$ cat src/rtl/infer_csr_pkg.sv
`timescale 1ns/1ps
package infer_csr_pkg;

    // Word indices (byte address / 4) of the register window
    localparam int WIDX_CMD    = 0;
    localparam int WIDX_STATUS = 1;
    localparam int WIDX_DLO    = 2;
    localparam int WIDX_DHI    = 3;
    localparam int WIDX_MLO    = 4;
    localparam int WIDX_MHI    = 5;
    localparam int WIDX_SCR    = 9;
    localparam int WIDX_RULE0  = 10;
    localparam int WIDX_DERIV  = 18;
    localparam int WIDX_CYC    = 19;

    // Command codes
    localparam logic [31:0] CODE_ADD    = 32'd1;
    localparam logic [31:0] CODE_QUERY  = 32'd3;
    localparam logic [31:0] CODE_DERIVE = 32'd4;

    localparam logic [31:0] SCRATCH_SIG = 32'h4E58_5055;

    localparam int ENT_CNT_W   = 8;
    localparam int MATCH_CNT_W = 16;

    localparam logic [1:0] RESP_OKAY = 2'b00;

    typedef enum logic [2:0] {
        WR_IDLE,
        WR_HAVE_ADDR,
        WR_HAVE_DATA,
        WR_COMMIT,
        WR_RESP
    } wr_state_e;

    typedef enum logic {
        RD_IDLE,
        RD_RESP
    } rd_state_e;

endpackage

$ cat src/rtl/infer_csr_wr_fsm.sv
`timescale 1ns/1ps
module infer_csr_wr_fsm
    import infer_csr_pkg::*;
#(
    parameter int ADDR_W = 8,
    parameter int DATA_W = 32,
    localparam int STRB_W = DATA_W / 8
) (
    input  logic              clk,
    input  logic              rst_n,
    input  logic              awvalid,
    output logic              awready,
    input  logic [ADDR_W-1:0] awaddr,
    input  logic              wvalid,
    output logic              wready,
    input  logic [DATA_W-1:0] wdata,
    input  logic [STRB_W-1:0] wstrb,
    output logic              bvalid,
    input  logic              bready,
    output logic [1:0]        bresp,
    output logic              reg_we,
    output logic [ADDR_W-1:0] reg_waddr,
    output logic [DATA_W-1:0] reg_wdata,
    output logic [STRB_W-1:0] reg_wstrb
);

    wr_state_e state_q, state_d;
    logic [ADDR_W-1:0] addr_q;
    logic [DATA_W-1:0] data_q;
    logic [STRB_W-1:0] strb_q;
    logic aw_hs, w_hs;

    assign aw_hs = awvalid && awready;
    assign w_hs  = wvalid && wready;

    always_comb begin
        state_d = state_q;
        unique case (state_q)
            WR_IDLE: begin
                if (aw_hs && w_hs)  state_d = WR_COMMIT;
                else if (aw_hs)     state_d = WR_HAVE_ADDR;
                else if (w_hs)      state_d = WR_HAVE_DATA;
            end
            WR_HAVE_ADDR: if (w_hs)  state_d = WR_COMMIT;
            WR_HAVE_DATA: if (aw_hs) state_d = WR_COMMIT;
            WR_COMMIT:               state_d = WR_RESP;
            WR_RESP:      if (bready) state_d = WR_IDLE;
            default:                 state_d = WR_IDLE;
        endcase
    end

    always_ff @(posedge clk) begin
        if (!rst_n) state_q <= WR_IDLE;
        else        state_q <= state_d;
    end

    always_comb begin
        awready = (state_q == WR_IDLE) || (state_q == WR_HAVE_DATA);
        wready  = (state_q == WR_IDLE) || (state_q == WR_HAVE_ADDR);
        reg_we  = (state_q == WR_COMMIT);
        bvalid  = (state_q == WR_RESP);
        bresp   = RESP_OKAY;
    end

    always_ff @(posedge clk) begin
        if (!rst_n) begin
            addr_q <= '0;
            data_q <= '0;
            strb_q <= '0;
        end else begin
            if (aw_hs) addr_q <= awaddr;
            if (w_hs) begin
                data_q <= wdata;
                strb_q <= wstrb;
            end
        end
    end

    assign reg_waddr = addr_q;
    assign reg_wdata = data_q;
    assign reg_wstrb = strb_q;

    // response stays up until taken
    assert_bvalid_hold_R10: assert property (@(posedge clk) disable iff (!rst_n)
        bvalid && !bready |=> bvalid);
    // every committed write is answered on the next cycle
    assert_commit_resp_R10: assert property (@(posedge clk) disable iff (!rst_n)
        reg_we |=> bvalid);
    // no new transfer is accepted while a response is pending
    assert_no_accept_in_resp_R10: assert property (@(posedge clk) disable iff (!rst_n)
        bvalid |-> !awready && !wready);

endmodule

$ cat src/rtl/infer_csr_rd_fsm.sv
`timescale 1ns/1ps
module infer_csr_rd_fsm
    import infer_csr_pkg::*;
#(
    parameter int DATA_W = 32
) (
    input  logic              clk,
    input  logic              rst_n,
    input  logic              arvalid,
    output logic              arready,
    output logic              rvalid,
    input  logic              rready,
    output logic [DATA_W-1:0] rdata,
    output logic [1:0]        rresp,
    input  logic [DATA_W-1:0] mux_data
);

    rd_state_e state_q, state_d;
    logic [DATA_W-1:0] rdata_q;

    always_comb begin
        state_d = state_q;
        unique case (state_q)
            RD_IDLE: if (arvalid) state_d = RD_RESP;
            RD_RESP: if (rready)  state_d = RD_IDLE;
            default:              state_d = RD_IDLE;
        endcase
    end

    always_ff @(posedge clk) begin
        if (!rst_n) state_q <= RD_IDLE;
        else        state_q <= state_d;
    end

    always_comb begin
        arready = (state_q == RD_IDLE);
        rvalid  = (state_q == RD_RESP);
        rresp   = RESP_OKAY;
    end

    always_ff @(posedge clk) begin
        if (!rst_n)                   rdata_q <= '0;
        else if (arvalid && arready)  rdata_q <= mux_data;
    end

    assign rdata = rdata_q;

    // data and valid held while the master stalls
    assert_rdata_hold_R11: assert property (@(posedge clk) disable iff (!rst_n)
        rvalid && !rready |=> rvalid && $stable(rdata));
    // one response per accepted address
    assert_accept_resp_R11: assert property (@(posedge clk) disable iff (!rst_n)
        arvalid && arready |=> rvalid);

endmodule

$ cat src/rtl/infer_csr_bank.sv
`timescale 1ns/1ps
module infer_csr_bank
    import infer_csr_pkg::*;
#(
    parameter int ADDR_W  = 8,
    parameter int DATA_W  = 32,
    parameter int ENTRY_W = 56,
    parameter int RULE_N  = 8,
    localparam int STRB_W = DATA_W / 8
) (
    input  logic                     clk,
    input  logic                     rst_n,
    input  logic                     we,
    input  logic [ADDR_W-1:0]        waddr,
    input  logic [DATA_W-1:0]        wdata,
    input  logic [STRB_W-1:0]        wstrb,
    input  logic [ADDR_W-1:0]        raddr,
    output logic [DATA_W-1:0]        rdata,
    input  logic                     eng_busy_i,
    input  logic [ENT_CNT_W-1:0]     eng_entry_cnt_i,
    input  logic [MATCH_CNT_W-1:0]   eng_match_cnt_i,
    input  logic [DATA_W-1:0]        eng_derived_i,
    input  logic [DATA_W-1:0]        eng_cycles_i,
    output logic                     cmd_add_o,
    output logic                     cmd_query_o,
    output logic                     cmd_derive_o,
    output logic [ENTRY_W-1:0]       entry_o,
    output logic [ENTRY_W-1:0]       mask_o,
    output logic [RULE_N*DATA_W-1:0] rule_cfg_o
);

    localparam int IDX_W = ADDR_W - 2;
    localparam int HI_W  = ENTRY_W - DATA_W;
    localparam int PAD_W = DATA_W - HI_W;

    localparam logic [IDX_W-1:0] I_CMD    = IDX_W'(WIDX_CMD);
    localparam logic [IDX_W-1:0] I_STATUS = IDX_W'(WIDX_STATUS);
    localparam logic [IDX_W-1:0] I_DLO    = IDX_W'(WIDX_DLO);
    localparam logic [IDX_W-1:0] I_DHI    = IDX_W'(WIDX_DHI);
    localparam logic [IDX_W-1:0] I_MLO    = IDX_W'(WIDX_MLO);
    localparam logic [IDX_W-1:0] I_MHI    = IDX_W'(WIDX_MHI);
    localparam logic [IDX_W-1:0] I_SCR    = IDX_W'(WIDX_SCR);
    localparam logic [IDX_W-1:0] I_DERIV  = IDX_W'(WIDX_DERIV);
    localparam logic [IDX_W-1:0] I_CYC    = IDX_W'(WIDX_CYC);

    logic [IDX_W-1:0] widx, ridx;
    logic unused_addr_lsb;

    assign widx = waddr[ADDR_W-1:2];
    assign ridx = raddr[ADDR_W-1:2];
    assign unused_addr_lsb = ^{waddr[1:0], raddr[1:0]};

    function automatic logic [DATA_W-1:0] merge_bytes(
        input logic [DATA_W-1:0] old_v,
        input logic [DATA_W-1:0] new_v,
        input logic [STRB_W-1:0] strb
    );
        logic [DATA_W-1:0] res;
        res = old_v;
        for (int b = 0; b < STRB_W; b++)
            if (strb[b]) res[b*8 +: 8] = new_v[b*8 +: 8];
        return res;
    endfunction

    // ---------------- data, mask, scratch ----------------
    logic [DATA_W-1:0] dlo_q, mlo_q, scr_q;
    logic [HI_W-1:0]   dhi_q, mhi_q;

    always_ff @(posedge clk) begin
        if (!rst_n) begin
            dlo_q <= '0;
            dhi_q <= '0;
            mlo_q <= '0;
            mhi_q <= '0;
            scr_q <= SCRATCH_SIG;
        end else if (we) begin
            if (widx == I_DLO) dlo_q <= merge_bytes(dlo_q, wdata, wstrb);
            if (widx == I_DHI) dhi_q <= HI_W'(merge_bytes(DATA_W'(dhi_q), wdata, wstrb));
            if (widx == I_MLO) mlo_q <= merge_bytes(mlo_q, wdata, wstrb);
            if (widx == I_MHI) mhi_q <= HI_W'(merge_bytes(DATA_W'(mhi_q), wdata, wstrb));
            if (widx == I_SCR) scr_q <= merge_bytes(scr_q, wdata, wstrb);
        end
    end

    assign entry_o = {dhi_q, dlo_q};
    assign mask_o  = {mhi_q, mlo_q};

    // ---------------- rule words ----------------
    logic [DATA_W-1:0] rule_q [RULE_N];

    for (genvar g = 0; g < RULE_N; g++) begin : g_rule
        localparam logic [IDX_W-1:0] MY_IDX = IDX_W'(WIDX_RULE0 + g);
        always_ff @(posedge clk) begin
            if (!rst_n)                      rule_q[g] <= '0;
            else if (we && widx == MY_IDX)   rule_q[g] <= merge_bytes(rule_q[g], wdata, wstrb);
        end
        assign rule_cfg_o[g*DATA_W +: DATA_W] = rule_q[g];
    end

    // ---------------- command decode ----------------
    logic cmd_we, code_add, code_query, code_derive, code_ok, accept;
    logic add_q, query_q, derive_q, err_q;

    assign cmd_we      = we && (widx == I_CMD);
    assign code_add    = (wdata == CODE_ADD);
    assign code_query  = (wdata == CODE_QUERY);
    assign code_derive = (wdata == CODE_DERIVE);
    assign code_ok     = code_add || code_query || code_derive;
    assign accept      = cmd_we && code_ok && !eng_busy_i;

    always_ff @(posedge clk) begin
        if (!rst_n) begin
            add_q    <= 1'b0;
            query_q  <= 1'b0;
            derive_q <= 1'b0;
            err_q    <= 1'b0;
        end else begin
            add_q    <= accept && code_add;
            query_q  <= accept && code_query;
            derive_q <= accept && code_derive;
            if (cmd_we && eng_busy_i) err_q <= 1'b1;
            else if (accept)          err_q <= 1'b0;
        end
    end

    assign cmd_add_o    = add_q;
    assign cmd_query_o  = query_q;
    assign cmd_derive_o = derive_q;

    // ---------------- read mux ----------------
    always_comb begin
        rdata = '0;
        if (ridx == I_STATUS)
            rdata = {eng_match_cnt_i, eng_entry_cnt_i, 6'b0, err_q, eng_busy_i};
        else if (ridx == I_DLO)   rdata = dlo_q;
        else if (ridx == I_DHI)   rdata = {{PAD_W{1'b0}}, dhi_q};
        else if (ridx == I_MLO)   rdata = mlo_q;
        else if (ridx == I_MHI)   rdata = {{PAD_W{1'b0}}, mhi_q};
        else if (ridx == I_SCR)   rdata = scr_q;
        else if (ridx == I_DERIV) rdata = eng_derived_i;
        else if (ridx == I_CYC)   rdata = eng_cycles_i;
        else begin
            for (int i = 0; i < RULE_N; i++)
                if (ridx == IDX_W'(WIDX_RULE0 + i)) rdata = rule_q[i];
        end
    end

    // never two strobes at once
    assert_strobe_onehot_R1: assert property (@(posedge clk) disable iff (!rst_n)
        $onehot0({cmd_add_o, cmd_query_o, cmd_derive_o}));
    // a strobe lasts a single cycle
    assert_strobe_single_R1: assert property (@(posedge clk) disable iff (!rst_n)
        (cmd_add_o || cmd_query_o || cmd_derive_o) |=> !(cmd_add_o || cmd_query_o || cmd_derive_o));
    // a command written while busy never reaches the engine
    assert_busy_blocks_R2: assert property (@(posedge clk) disable iff (!rst_n)
        (cmd_we && eng_busy_i) |=> !(cmd_add_o || cmd_query_o || cmd_derive_o));
    // an issued strobe always coincides with a cleared error flag
    assert_strobe_clears_err_R2: assert property (@(posedge clk) disable iff (!rst_n)
        (cmd_add_o || cmd_query_o || cmd_derive_o) |-> !err_q);

endmodule

$ cat src/rtl/infer_csr_bridge.sv
`timescale 1ns/1ps
module infer_csr_bridge
    import infer_csr_pkg::*;
#(
    parameter int ADDR_W  = 8,
    parameter int DATA_W  = 32,
    parameter int ENTRY_W = 56,
    parameter int RULE_N  = 8,
    localparam int STRB_W = DATA_W / 8
) (
    input  logic                     clk,
    input  logic                     rst_n,
    input  logic                     s_awvalid,
    output logic                     s_awready,
    input  logic [ADDR_W-1:0]        s_awaddr,
    input  logic                     s_wvalid,
    output logic                     s_wready,
    input  logic [DATA_W-1:0]        s_wdata,
    input  logic [STRB_W-1:0]        s_wstrb,
    output logic                     s_bvalid,
    input  logic                     s_bready,
    output logic [1:0]               s_bresp,
    input  logic                     s_arvalid,
    output logic                     s_arready,
    input  logic [ADDR_W-1:0]        s_araddr,
    output logic                     s_rvalid,
    input  logic                     s_rready,
    output logic [DATA_W-1:0]        s_rdata,
    output logic [1:0]               s_rresp,
    input  logic                     eng_busy_i,
    input  logic [ENT_CNT_W-1:0]     eng_entry_cnt_i,
    input  logic [MATCH_CNT_W-1:0]   eng_match_cnt_i,
    input  logic [DATA_W-1:0]        eng_derived_i,
    input  logic [DATA_W-1:0]        eng_cycles_i,
    output logic                     cmd_add_o,
    output logic                     cmd_query_o,
    output logic                     cmd_derive_o,
    output logic [ENTRY_W-1:0]       entry_o,
    output logic [ENTRY_W-1:0]       mask_o,
    output logic [RULE_N*DATA_W-1:0] rule_cfg_o
);

    logic              reg_we;
    logic [ADDR_W-1:0] reg_waddr;
    logic [DATA_W-1:0] reg_wdata;
    logic [STRB_W-1:0] reg_wstrb;
    logic [DATA_W-1:0] mux_data;

    infer_csr_wr_fsm #(.ADDR_W(ADDR_W), .DATA_W(DATA_W)) u_wr (
        .clk(clk), .rst_n(rst_n),
        .awvalid(s_awvalid), .awready(s_awready), .awaddr(s_awaddr),
        .wvalid(s_wvalid), .wready(s_wready), .wdata(s_wdata), .wstrb(s_wstrb),
        .bvalid(s_bvalid), .bready(s_bready), .bresp(s_bresp),
        .reg_we(reg_we), .reg_waddr(reg_waddr), .reg_wdata(reg_wdata), .reg_wstrb(reg_wstrb)
    );

    infer_csr_rd_fsm #(.DATA_W(DATA_W)) u_rd (
        .clk(clk), .rst_n(rst_n),
        .arvalid(s_arvalid), .arready(s_arready),
        .rvalid(s_rvalid), .rready(s_rready), .rdata(s_rdata), .rresp(s_rresp),
        .mux_data(mux_data)
    );

    infer_csr_bank #(.ADDR_W(ADDR_W), .DATA_W(DATA_W), .ENTRY_W(ENTRY_W), .RULE_N(RULE_N)) u_bank (
        .clk(clk), .rst_n(rst_n),
        .we(reg_we), .waddr(reg_waddr), .wdata(reg_wdata), .wstrb(reg_wstrb),
        .raddr(s_araddr), .rdata(mux_data),
        .eng_busy_i(eng_busy_i), .eng_entry_cnt_i(eng_entry_cnt_i),
        .eng_match_cnt_i(eng_match_cnt_i), .eng_derived_i(eng_derived_i),
        .eng_cycles_i(eng_cycles_i),
        .cmd_add_o(cmd_add_o), .cmd_query_o(cmd_query_o), .cmd_derive_o(cmd_derive_o),
        .entry_o(entry_o), .mask_o(mask_o), .rule_cfg_o(rule_cfg_o)
    );

endmodule

$ cat config.mk
export PLATFORM = sky130hd
export DESIGN_NAME = infer_csr_bridge
export DESIGN_NICKNAME = d
export VERILOG_FILES = /design/src/rtl/infer_csr_pkg.sv /design/src/rtl/infer_csr_wr_fsm.sv /design/src/rtl/infer_csr_rd_fsm.sv /design/src/rtl/infer_csr_bank.sv /design/src/rtl/infer_csr_bridge.sv
export SDC_FILE = /design/constraint.sdc
export NUM_CORES = 1
export LEC_CHECK = 0
export BUFFER_PORTS_ARGS = -buffer_cell sky130_fd_sc_hd__buf_2
export CAP_MARGIN = 40
export CORE_ASPECT_RATIO = 1.4
export CORE_MARGIN = 2
export CORE_UTILIZATION = 50
export CTS_BUF_LIST = sky130_fd_sc_hd__clkbuf_2 sky130_fd_sc_hd__clkbuf_4 sky130_fd_sc_hd__clkbuf_8
export CTS_CLUSTER_DIAMETER = 100
export DETAILED_ROUTE_END_ITERATION = 7
export PLACE_DENSITY = 0.82
export SLEW_MARGIN = 0
export SYNTH_ARGS = -nofsm -noshare
export SYNTH_HDL_FRONTEND = slang
export SYNTH_HIERARCHICAL = 1
export SYNTH_SLANG_ARGS = --single-unit
$ cat constraint.sdc
create_clock -name clk -period 2.1 [get_ports clk]
set_input_delay 0.42 -clock clk [delete_from_list [all_inputs] [get_ports clk]]
set_output_delay 0.42 -clock clk [all_outputs]
set_load 0.005 [all_outputs]
After elaboration in Yosys (flattened, before gate mapping)
Memories as Yosys holds them, arrays and structs flattened.
Index checks and enable logic that the tools add are counted.
- flip-flop bits (word level): 228
- latch bits: 0
- bits in writable memories: 256
- memory bits (read-only): 0
- input bits: 148
- output and inout port bits: 412
- word-level logic and storage cells: 281
- memories kept: 1
- memory list (memory ; depth ; width ; read ports ; clocked after memory_dff ; wr ports ; line ; source):
    u_bank.rule_q ; 8 ; 32 ; 8 ; 0 ; 8 ; infer_csr_bank.sv:89 ; logic [DATA_W-1:0] rule_q [RULE_N];
- $add $sub $neg: 0
- $mul: 0
- divide/modulo/power cells: 0
- order comparisons: 0
- equality and inequality tests: 40
- shifts and indexed selects: 0
- mux-type cells: 157
- bitwise operators: 9
- reduce and logical (&&, ||, !) cells: 46
- operator list (cell ; count):
    $mux 32 ; 24
    $mux 8 ; 96
    $eq 6x4->1 const B ; 14
    $reduce_and 3->1 ; 18
    $eq 6x5->1 const B ; 6
    $eq 32x1->1 const B ; 1
    $eq 32x2->1 const B ; 1
    $eq 32x3->1 const B ; 1
    $mux 1 ; 29
    $eq 6x2->1 const B ; 4
    $eq 6x3->1 const B ; 4
    $logic_and 1x1->1 ; 19
    $mux 3 ; 6
    $pmux 3 s5 ; 1
    $or 1x1->1 ; 8
    $eq 3x2->1 const B ; 2
    $eq 6x1->1 const B ; 1
    $logic_not 6->1 ; 1
    $ne 2x1->1 const B ; 3
    $logic_or 1x1->1 ; 4
    $ne 4x1->1 const B ; 1
    $reduce_and 4->1 ; 1
    $eq 3x1->1 const B ; 1
    $eq 3x3->1 const B ; 1
    other kinds (5) ; 5

Logic depth before layout (Yosys ltp)
Gate-level depths: netlist of run 1.
- depth in word-level cells: 17
- depth in mapped cells: 12
- depth with buffers taken out: 8

By module
Netlist of run 1, hierarchy kept.
- modules (own cells, without submodules) (module ; times used ; cells each ; area an instance (sq um) ; sequential area each (sq um)):
    infer_csr_bank ; 1 ; 1845 ; 19924.1 ; 10650.2
    infer_csr_wr_fsm ; 1 ; 212 ; 1956.9 ; 940.9
    infer_csr_rd_fsm ; 1 ; 147 ; 1371.3 ; 660.6

Worst setup path after synthesis of run 1
Ideal clock, no wire load.
- path kind: in2reg
- start point: in s_araddr[7]
- end point: reg u_rd.rdata_q[13] (netlist: u_rd/rdata[13])
- library setup time: 118 ps
- arrival: 2052 ps
- data required time: 1982 ps
- setup slack: -70 ps
- stages on the path: 11
- cells stage by stage: buf_6 or4b_1 buf_2 buf_6 nand3_2 nand2_1 a21oi_2 o221ai_1 a221o_1 nand2_1 mux2i_1
- cells in the longest elaborated chain, start to end: 17
- elaborated cells between the ends (all ways): 32
- classes of those cells: 16 x eq/ne; 16 x mux
- RTL lines (item ; line ; source):
    from (decl) ; infer_csr_bridge.sv:25 ; input logic [ADDR_W-1:0] s_araddr,
    $eq 6x4->1 ; infer_csr_bank.sv:144 ; if (ridx == IDX_W'(WIDX_RULE0 + i)) rdata = rule_q[i];
    $mux 32 (8 in a row) ; infer_csr_bank.sv:144 ;
    $mux 32 ; infer_csr_bank.sv:141 ; else if (ridx == I_CYC) rdata = eng_cycles_i;
    $mux 32 ; infer_csr_bank.sv:140 ; else if (ridx == I_DERIV) rdata = eng_derived_i;
    $mux 32 ; infer_csr_bank.sv:139 ; else if (ridx == I_SCR) rdata = scr_q;
    $mux 32 ; infer_csr_bank.sv:138 ; else if (ridx == I_MHI) rdata = {{PAD_W{1'b0}}, mhi_q};
    $mux 32 ; infer_csr_bank.sv:137 ; else if (ridx == I_MLO) rdata = mlo_q;
    $mux 32 ; infer_csr_bank.sv:136 ; else if (ridx == I_DHI) rdata = {{PAD_W{1'b0}}, dhi_q};
    $mux 32 ; infer_csr_bank.sv:135 ; else if (ridx == I_DLO) rdata = dlo_q;
    $mux 32 * ; infer_csr_bank.sv:133 ; if (ridx == I_STATUS)
    net mux_data[13] ; infer_csr_bridge.sv:47 ; logic [DATA_W-1:0] mux_data;
    to (signal assigned) ; infer_csr_rd_fsm.sv:43 ; else if (arvalid && arready) rdata_q <= mux_data;
    to (decl) ; infer_csr_rd_fsm.sv:19 ; logic [DATA_W-1:0] rdata_q;
Mark *: on every way through the listed nets, which the timed path passes. The rest lies on a longest branch.
A chain may end at the register's enable or synchronous reset.

==> results by stage, run 1 <==
Final layout:
- Leaving out filler cells and counting taps, the final layout contains approximately 3600.
- The relative area change from synthesis to final layout is 31.0%.
- The net count of the finished layout is roughly 3100.
- The share of final-layout standard cells stronger than drive strength 1 is between 30% and 40%.
- Summing all non-filler instances in the final layout gives an area of 30400 um2.
- The filler cells instantiated in the layout total 3675.

Detailed routing:
- The remaining antenna violation count after routing is 0.
- The routed design has slightly above 100000 um of wire.
- In the detailed route, the total length drawn on met3 is roughly 9900 um.
- The first TritonRoute pass finished after 7 iterations.
- In the detailed route, the total length drawn on met2 is 50800 um.
- For this run, design rule violations remaining after detail routing come to 0.
- For this block, the initial DRC count from the detailed router was 2479.
- After detailed routing, the average wire length per cell comes to about 28 um.
- In the final routing, the length of wire on met1 measures 32900 um.
- The post-detailed-route via-to-cell ratio is between 6 and 7.
- The highest metal layer with signal wires is met5.
- The routed layout has around 22000 vias.

CTS:
- After clock tree synthesis, the clock-pin slew on the worst setup and hold paths is approximately 60 ps.
- The clock drives between 400 and 500 sinks.
- Clock latency on the worst-skew pair, taken at its later pin, is between 600 and 700 ps.
- The clock tree from TritonCTS is built.
- The worst-case clock buffer depth is 3.
- The H-tree depth is 3.
- The post-CTS setup repair buffer count is 0.
- The number of CTS-inserted buffers is 74.
- The tree is rooted in a clkbuf_8.

STA:
- Setup repair after global routing could not meet its margin everywhere.
- The count of endpoints failing hold in the final timing report is 0.
- The maximum frequency from static timing analysis is 476 MHz.
- The count of endpoints failing setup in the final report is 0.
- The worst pin sits at a relative slew slack of a little under three fifths.
- At the pin with the least slew margin, the transition time is 644 ps.
- The number of pins exceeding their max-slew limit in the final report is 0.
- The final setup skew is roughly 23 ps.
- The minimum setup slack in the final design is between 0.4 and 0.5 ps.
- The worst path uses about 100% of the clock period.
- The minimum clock period after layout is approximately 2100 ps.
- Setup total negative slack on the finished layout was measured at 0 ps.

Power and ir drop:
- The analysis attributes to net switching a power of about 5.6 mW.
- After layout, the design draws a total of ~21 mW.
- The static leakage is 13.7 nW.
- The clock network burns between 30% and 40% of the power.
- Internal power comes to between 15 and 20 mW.
- The peak supply drop is approximately 0.54 mV.
- Dividing total power by cell area gives a power density of around 700 nW/um2.
- The share of total power in combinational logic is between 10% and 20%.
- The share of total power consumed by net switching is between 20% and 30%.
- In this run, flip-flops and latches consume between 40% and 50% of the power.

Setup path:
- In this run the worst path has a maximum fanout of 11.
- The sort of element at the start of the critical path is a register.
- The worst register-to-register path begins at u_wr/state_q[2]$_SDFFE_PN0P_.
- The slack of the worst reg-to-reg path is between 0.4 and 0.5 ps.
- The reg-to-reg critical path endpoint is u_bank/rule_q[1][36]$_SDFFCE_PN0P_.
- The critical setup path kind is register to register.
- For the worst setup path, the data arrival time is roughly 2400 ps.
- The length in cells of the worst reg-to-reg path is 7.
- The endpoint class of the critical path is a register.
- The worst endpoint required time is 2390 ps.

Die:
- The width of the chip is ~190 um.
- The y dimension of the die is about 260 um.
- The starting density of the core is approximately 51%.
- For this design the top-level I/O count stands at between 500 and 600.
- The floorplan has 93 rows.
- After floorplanning, the core was sized to cover between 40000 and 50000 um2.
- The floorplan step defined a die boundary enclosing around 48000 um2.

Worst hold path:
- The path with the worst hold slack has its endpoint at u_wr/reg_wdata[9]$_SDFFE_PN0P_.
- The startpoint identified for the worst hold timing path is s_wdata[9].
- The class of the tightest hold or removal check is input pin to register.
- The hold-critical path depth is 3.

Global route:
- The number of antenna violations at the first check in global routing is 10.
- The first global-routing pass estimated between 100000 and 150000 um of wire.
- The aggregate global routing overflow is 0.
- The overall fraction of global-route tracks in use is 41.9%.
- The via count of the first global-routing pass came to 22000.
- The maximum number of pins on one net before global-route repair is between 100 and 150.

Job:
- Across the run, the number of max-cap violations was 0.

Run status:
- The run finished with clean final reports.

Logic synthesis:
- The average instance in the mapped netlist occupies 10.6 um2.
- Summing every instance area after synthesis gives approximately 23000 um2.
- The warning count from the yosys run is 6.
- The number of instances in the synthesized netlist is roughly 2200.

Placed design:
- Prior to clock tree synthesis, the placed netlist has a worst setup slack of -570 ps.
- The number of input and output port buffers inserted is roughly 550.
- The post-DP HPWL is around 78000 um.
- The last weighted congestion value of the routability-driven placer is approximately 0.99.
- The placed instances occupy a cell area of around 29000 um2.
- Once placement completed, the tool counted placed cells totaling roughly 3500.
==> metal layers <==
metal / up-vias / GRT usage [%]
li1: 9341 / -
met1: 10500 / 43.8
met2: 1583 / 71.7
met3: 467 / 9.67
met4: 4 / 33.4
met5: - / 0
==> power by group through the flow <==
stage          logic (mW)  clock network (mW)  registers (mW)
2_1_floorplan        1.03                   0            10.5
3_3_place_gp         2.30                   0            10.6
3_5_place_dp         2.34                   0            10.6
4_1_cts              2.36                8.42            10.4
5_1_grt              2.51                8.81            10.4
6_report             2.43                8.41            10.4
==> critical path, cell delays in order, from the launching register on <==
cell and delay [ps]:
dfxtp_1 320, and3b_2 300, nand4_1 150, buf_4 220, nor2_1 110, buf_4 220, nand2_1 70, nand2_1 350
==> worst max-delay path by stage <==
stage / end / slack, ps / depth (start not counted) / from
final: u_bank/rule_q[1][36]$_SDFFCE_PN0P_ / 0.4 / 7 / u_wr/state_q[2]$_SDFFE_PN0P_
after global routing: u_bank/rule_q[1][33]$_SDFFCE_PN0P_ / -40 / 7 / u_wr/state_q[2]$_SDFFE_PN0P_
after CTS: u_bank/rule_q[1][36]$_SDFFCE_PN0P_ / 2 / 7 / u_wr/state_q[2]$_SDFFE_PN0P_
after detailed placement: u_rd/rdata[13]$_SDFFE_PN0P_ / -570 / 8 / s_araddr[4]
after global placement: u_rd/rdata[0]$_SDFFE_PN0P_ / -590 / 11 / s_araddr[2]
after floorplan: u_bank/rule_q[0][100]$_SDFFCE_PN0P_ / -0.6 / 6 / rst_n
==> placed cells by master, fill, tap and decap left out, types with 8 or more instances in the layout <==
master	n
nor2_2	12
buf_2	548
o21ai_0	71
a211oi_1	11
mux4_2	13
a221oi_1	17
edfxtp_1	256
and2_1	251
clkbuf_8	91
a222oi_1	13
a22oi_1	29
mux2_2	17
diode_2	8
buf_12	37
dlygate4sd3_1	9
buf_4	272
nor2b_1	135
nor4_1	8
a31oi_1	8
a21oi_1	86
nand4_1	11
o22ai_1	23
nor2_1	47
nand2b_1	14
nor3_1	31
a221o_1	9
clkbuf_4	19
nand3_1	36
mux2i_1	254
o221ai_1	8
dfxtp_1	226
nand2_1	303
clkinv_1	11
==> registers in the layout (all words and copies together) (netlist names) <==
name                 count
u_rd/rvalid              1
u_bank/err_q             1
u_bank/dlo_q            32
u_bank/cmd_derive_o      1
u_wr/reg_wdata          32
u_bank/scr_q            32
u_bank/cmd_query_o       1
u_wr/reg_waddr           6
u_rd/rdata              32
u_bank/mhi_q            24
u_bank/dhi_q            24
u_bank/rule_q          256
u_bank/cmd_add_o         1
u_bank/mlo_q            32
u_wr/reg_wstrb           4
u_wr/state_q             3
==> per-stage QoR <==
step	util (%)	hold WS (ps)
floorplan	-	434
CTS	66.1	1.56
detailed placement	62.4	445
global placement	62.4	444
global route	66.2	29.5
finish	66.2	28.6
==> layout make-up <==
type | instances | area, um2 | share of cell area (%)
timing repair buffer | 868 | 5640 | 18.6
inverter | 6 | 22.5 | 0.0742
clock buffer | 109 | 1380 | 4.55
tap | 617 | 772 | 2.54
sequential | 482 | 12200 | 40.2
antenna | 8 | 20.0 | 0.0659
clock inverter | 25 | 183 | 0.601
multi-input combinational | 1522 | 10100 | 33.4
==> repair_timing <==
| item | in CTS | in global routing |
|---|---|---|
| resized for setup | 8 | 14 |
| setup endpoints to repair | 34 | 56 |
| gates cloned | 0 | 0 |
| hold endpoints to repair | 9 | 0 |
| pin swaps | 2 | 2 |
| hold buffers | 9 | 0 |
Note: power is estimated with default switching activity, not from simulation.
==> inputs of run 2 (changes only) <==
--- a/config.mk
+++ b/config.mk
@@ -5,15 +5,16 @@
 export SDC_FILE = /design/constraint.sdc
 export NUM_CORES = 1
 export LEC_CHECK = 0
+export ABC_AREA = 1
 export BUFFER_PORTS_ARGS = -buffer_cell sky130_fd_sc_hd__buf_2
 export CAP_MARGIN = 40
-export CORE_ASPECT_RATIO = 1.4
-export CORE_MARGIN = 2
-export CORE_UTILIZATION = 50
+export CORE_AREA = 2 2 218 220
 export CTS_BUF_LIST = sky130_fd_sc_hd__clkbuf_2 sky130_fd_sc_hd__clkbuf_4 sky130_fd_sc_hd__clkbuf_8
 export CTS_CLUSTER_DIAMETER = 100
 export DETAILED_ROUTE_END_ITERATION = 7
-export PLACE_DENSITY = 0.82
+export DIE_AREA = 0 0 220 222
+export GPL_ROUTABILITY_DRIVEN = 0
+export PLACE_DENSITY = 0.79
 export SLEW_MARGIN = 0
 export SYNTH_ARGS = -nofsm -noshare
 export SYNTH_HDL_FRONTEND = slang
==> results by stage, run 2 <==
Power and ir drop:
- Total power for the finished layout comes to 23.3 mW.
- The internal power of the cells totals roughly 16 mW.
- Combinational logic burns roughly 18% of the power.
- In this run the power density over the cells is just over 800 nW/um2.
- For this design the total switching power over the nets is about 7.1 mW.
- In this run switching power makes up 30.3% of total power.
- The clock network burns 36.7% of the power.
- VDD sags by at most 0.586 mV.
- The register share of total power is between 40% and 50%.
- The static leakage is about 12 nW.

Setup path:
- The critical setup path kind is register to register.
- The sum of buffers and inverters on the critical path is 2.
- The reg-to-reg critical path endpoint is u_bank/rule_q[1][65]$_SDFFCE_PN0P_.
- The length in cells of the worst reg-to-reg path is 6.
- The beginning of the critical path is u_wr/state_q[0]$_SDFFE_PN0P_.
- The slack of the worst reg-to-reg path is 60 ps.
- For this run, the slowest stage of the critical path takes 510 ps.
- STA classifies the critical path startpoint as a register.
- The critical path's slowest cell is or4_4.
- Of all nets on the critical path, the largest fanout is 15.
- On the critical path the largest part of the delay comes from simple AND/OR/NAND/NOR gates.
- The number of gates on the worst path with buffers counted is 6.
- The worst endpoint required time is 2420 ps.
- The worst setup path endpoint is u_bank/rule_q[1][65]$_SDFFCE_PN0P_.
- The worst setup path is captured at a register.
- The arrival time reported for the critical path endpoint is around 2400 ps.
- Traced cell by cell, the critical path runs through inv_1 > nor3_4 > nand2_2 > or4_4 > buf_6 > o21ai_4.
- The startpoint identified for the worst register-to-register timing path is u_wr/state_q[0]$_SDFFE_PN0P_.

CTS:
- The H-tree depth is 3.
- The worst-case clock buffer depth is 3.
- The latest clock arrival within the worst-skew pair is slightly below 700 ps.
- TritonCTS built the clock tree.
- Clock-pin slew was measured on the worst setup and hold paths at 60 ps.
- The sink count of the clock tree is between 400 and 500.
- The tree is rooted in a clkbuf_8.
- The number of clock buffers added by TritonCTS is roughly 80.

Final layout:
- The most flop-heavy register is u_bank/rule_q.
- The library cell used most frequently in the layout, excluding fill and tap cells, is buf_2.
- Leaving out fill and tap cells, the most frequent cells in the layout are buf_2 (550), nand2_1 (487), nor2_1 (464).
- The register with the most flip-flops in the layout has ~260 of them.
- The net count of the finished layout is 3383.
- The utilization after layout is 61.3%.
- Relative to the synthesized area, the layout overhead comes to 31.2%.
- The share of final-layout standard cells stronger than drive strength 1 is roughly a third.

Die:
- The boundary pin count is 560.
- The width of the chip is roughly 220 um.
- The die covers just under 50000 um2.
- In this run the standard cell core region covers 46300 um2.
- For this configuration, the core starts out at a cell density of between 40 and 50%.
- The die is 222 um tall.
- The floorplan has 79 rows.

Global route:
- Across every metal layer, demand over resource in global routing totals a little over a third.
- The via count of the first global-routing pass is a little over 20000.
- The total overflow left after global routing is 0.
- The first global-routing pass estimated around 130000 um of wire.
- The maximum number of pins on one net before global-route repair is 76.
- The number of antenna violations at the first check in global routing is 6.

STA:
- The maximum frequency from static timing analysis is ~490 MHz.
- The minimum setup slack in the final design is roughly 57 ps.
- The final critical path takes up a little over nine tenths of the cycle.
- The final sum of negative setup slack is 0 ps.
- The minimum clock period after layout is 2040 ps.
- Setup violations remaining at the end of the flow were counted as 0.
- The final setup skew is between 40 and 50 ps.
- The count of endpoints failing hold in the final timing report is 0.
- The post-route worst hold slack is 35.6 ps.
- The number of pins exceeding their max-slew limit in the final report came to 0.
- The transition time of the tightest slew-check pin is ~710 ps.
- Measured against its own limit, the worst slew margin works out to ~52%.

Placed design:
- OpenSTA, run right after detailed placement, puts the worst setup slack at -529 ps.
- The HPWL after detailed placement is approximately 66000 um.
- Input and output buffers added on the ports amount to 551.

Detailed routing:
- Dividing the detail-routed wire length by the instance count gives ~23 um.
- The number of remaining DRC errors is 0.
- The pre-antenna-repair detailed-routing pass consisted of 6 iterations.
- The detailed router finished its first iteration with 2561 violations.
- The met3 wirelength from detailed routing is 9190 um.
- After detailed routing, the total wire length is around 89000 um.
- The amount of wire on met2 after detailed routing is between 40000 and 50000 um.
- The post-detailed-route via-to-cell ratio is ~5.6.
- The detailed router placed about 22000 vias in this run.
- The highest metal layer with signal wires is met5.
- The remaining antenna violation count after routing is 0.
- The wire length the detailed router placed on met1 is between 30000 and 40000 um.

Run status:
- The flow ran to the end, and the final reports show no timing, DRC or antenna violations.

Logic synthesis:
- The number of instances in the synthesized netlist is ~2500.
- The total standard cell area after synthesis is 21600 um2.
- The warning count from the yosys run is 6.
- Averaged over all synthesized cells, the footprint is around 8.5 um2.

Worst hold path:
- The class of the tightest hold or removal check is input pin to register.

Job:
- The total of max-cap violations is 0.
-- run 2: how the worst min path moves through the flow --
stage	startpoint	end	depth (start not counted)
after floorplan	u_bank/err_q$_SDFFE_PN0P_	u_bank/err_q$_SDFFE_PN0P_	2
after global placement	u_bank/err_q$_SDFFE_PN0P_	u_bank/err_q$_SDFFE_PN0P_	2
after detailed placement	u_wr/reg_wdata[24]$_SDFFE_PN0P_	u_wr/reg_wdata[24]$_SDFFE_PN0P_	2
after CTS	s_wstrb[0]	u_wr/reg_wstrb[0]$_SDFFE_PN0P_	3
after global routing	s_wdata[14]	u_wr/reg_wdata[14]$_SDFFE_PN0P_	3
final	s_wdata[4]	u_wr/reg_wdata[4]$_SDFFE_PN0P_	3
-- run 2: cell type report --
| class | instances | area, um2 |
|---|---|---|
| fill | 3945 | 17900 |
| sequential | 482 | 12200 |
| multi-input combinational | 1699 | 8130 |
| timing repair buffer | 793 | 4930 |
| clock buffer | 116 | 1470 |
| tap | 607 | 759 |
| inverter | 178 | 668 |
| clock inverter | 28 | 171 |
| antenna | 2 | 5.00 |
-- run 2: power by group through the flow --
stage	combinational [mW]	clock [mW]	sequential, mW
2_1_floorplan	2.23	0	10.8
3_3_place_gp	3.63	0	10.8
3_5_place_dp	3.69	0	10.9
4_1_cts	3.86	8.60	10.7
5_1_grt	4.28	9.03	10.7
6_report	4.09	8.54	10.7
-- run 2: layer usage --
metal,vias to the layer above,global-route usage (%)
li1,9825,-
met1,10200,43.0
met2,1558,57.9
met3,325,7.35
met4,8,17.8
met5,-,0
-- run 2: worst register-to-register path: cells and delay by family, from the launching register on --
kind / cells / cell delay, ps
AND/OR/NAND/NOR: 3 / 790
flip-flops: 1 / 330
AO/OA/AOI/OAI: 1 / 320
buffers and inverters: 2 / 260
-- run 2: what timing repair did --
action	CTS	global route
resized for setup	5	16
setup endpoints to repair	51	82
cloned	1	1
setup buffers	1	4
pin swaps	2	6
hold buffers	17	0
endpoints found under the hold margin	17	0
-- run 2: metrics by stage --
| stage | instances | cell area, um2 |
|---|---|---|
| after floorplan | 2533 | 21800 |
| after global placement | 3735 | 26400 |
| after detailed placement | 3735 | 26400 |
| after CTS | 3898 | 28200 |
| after global routing | 3904 | 28300 |
| final | 3905 | 28300 |
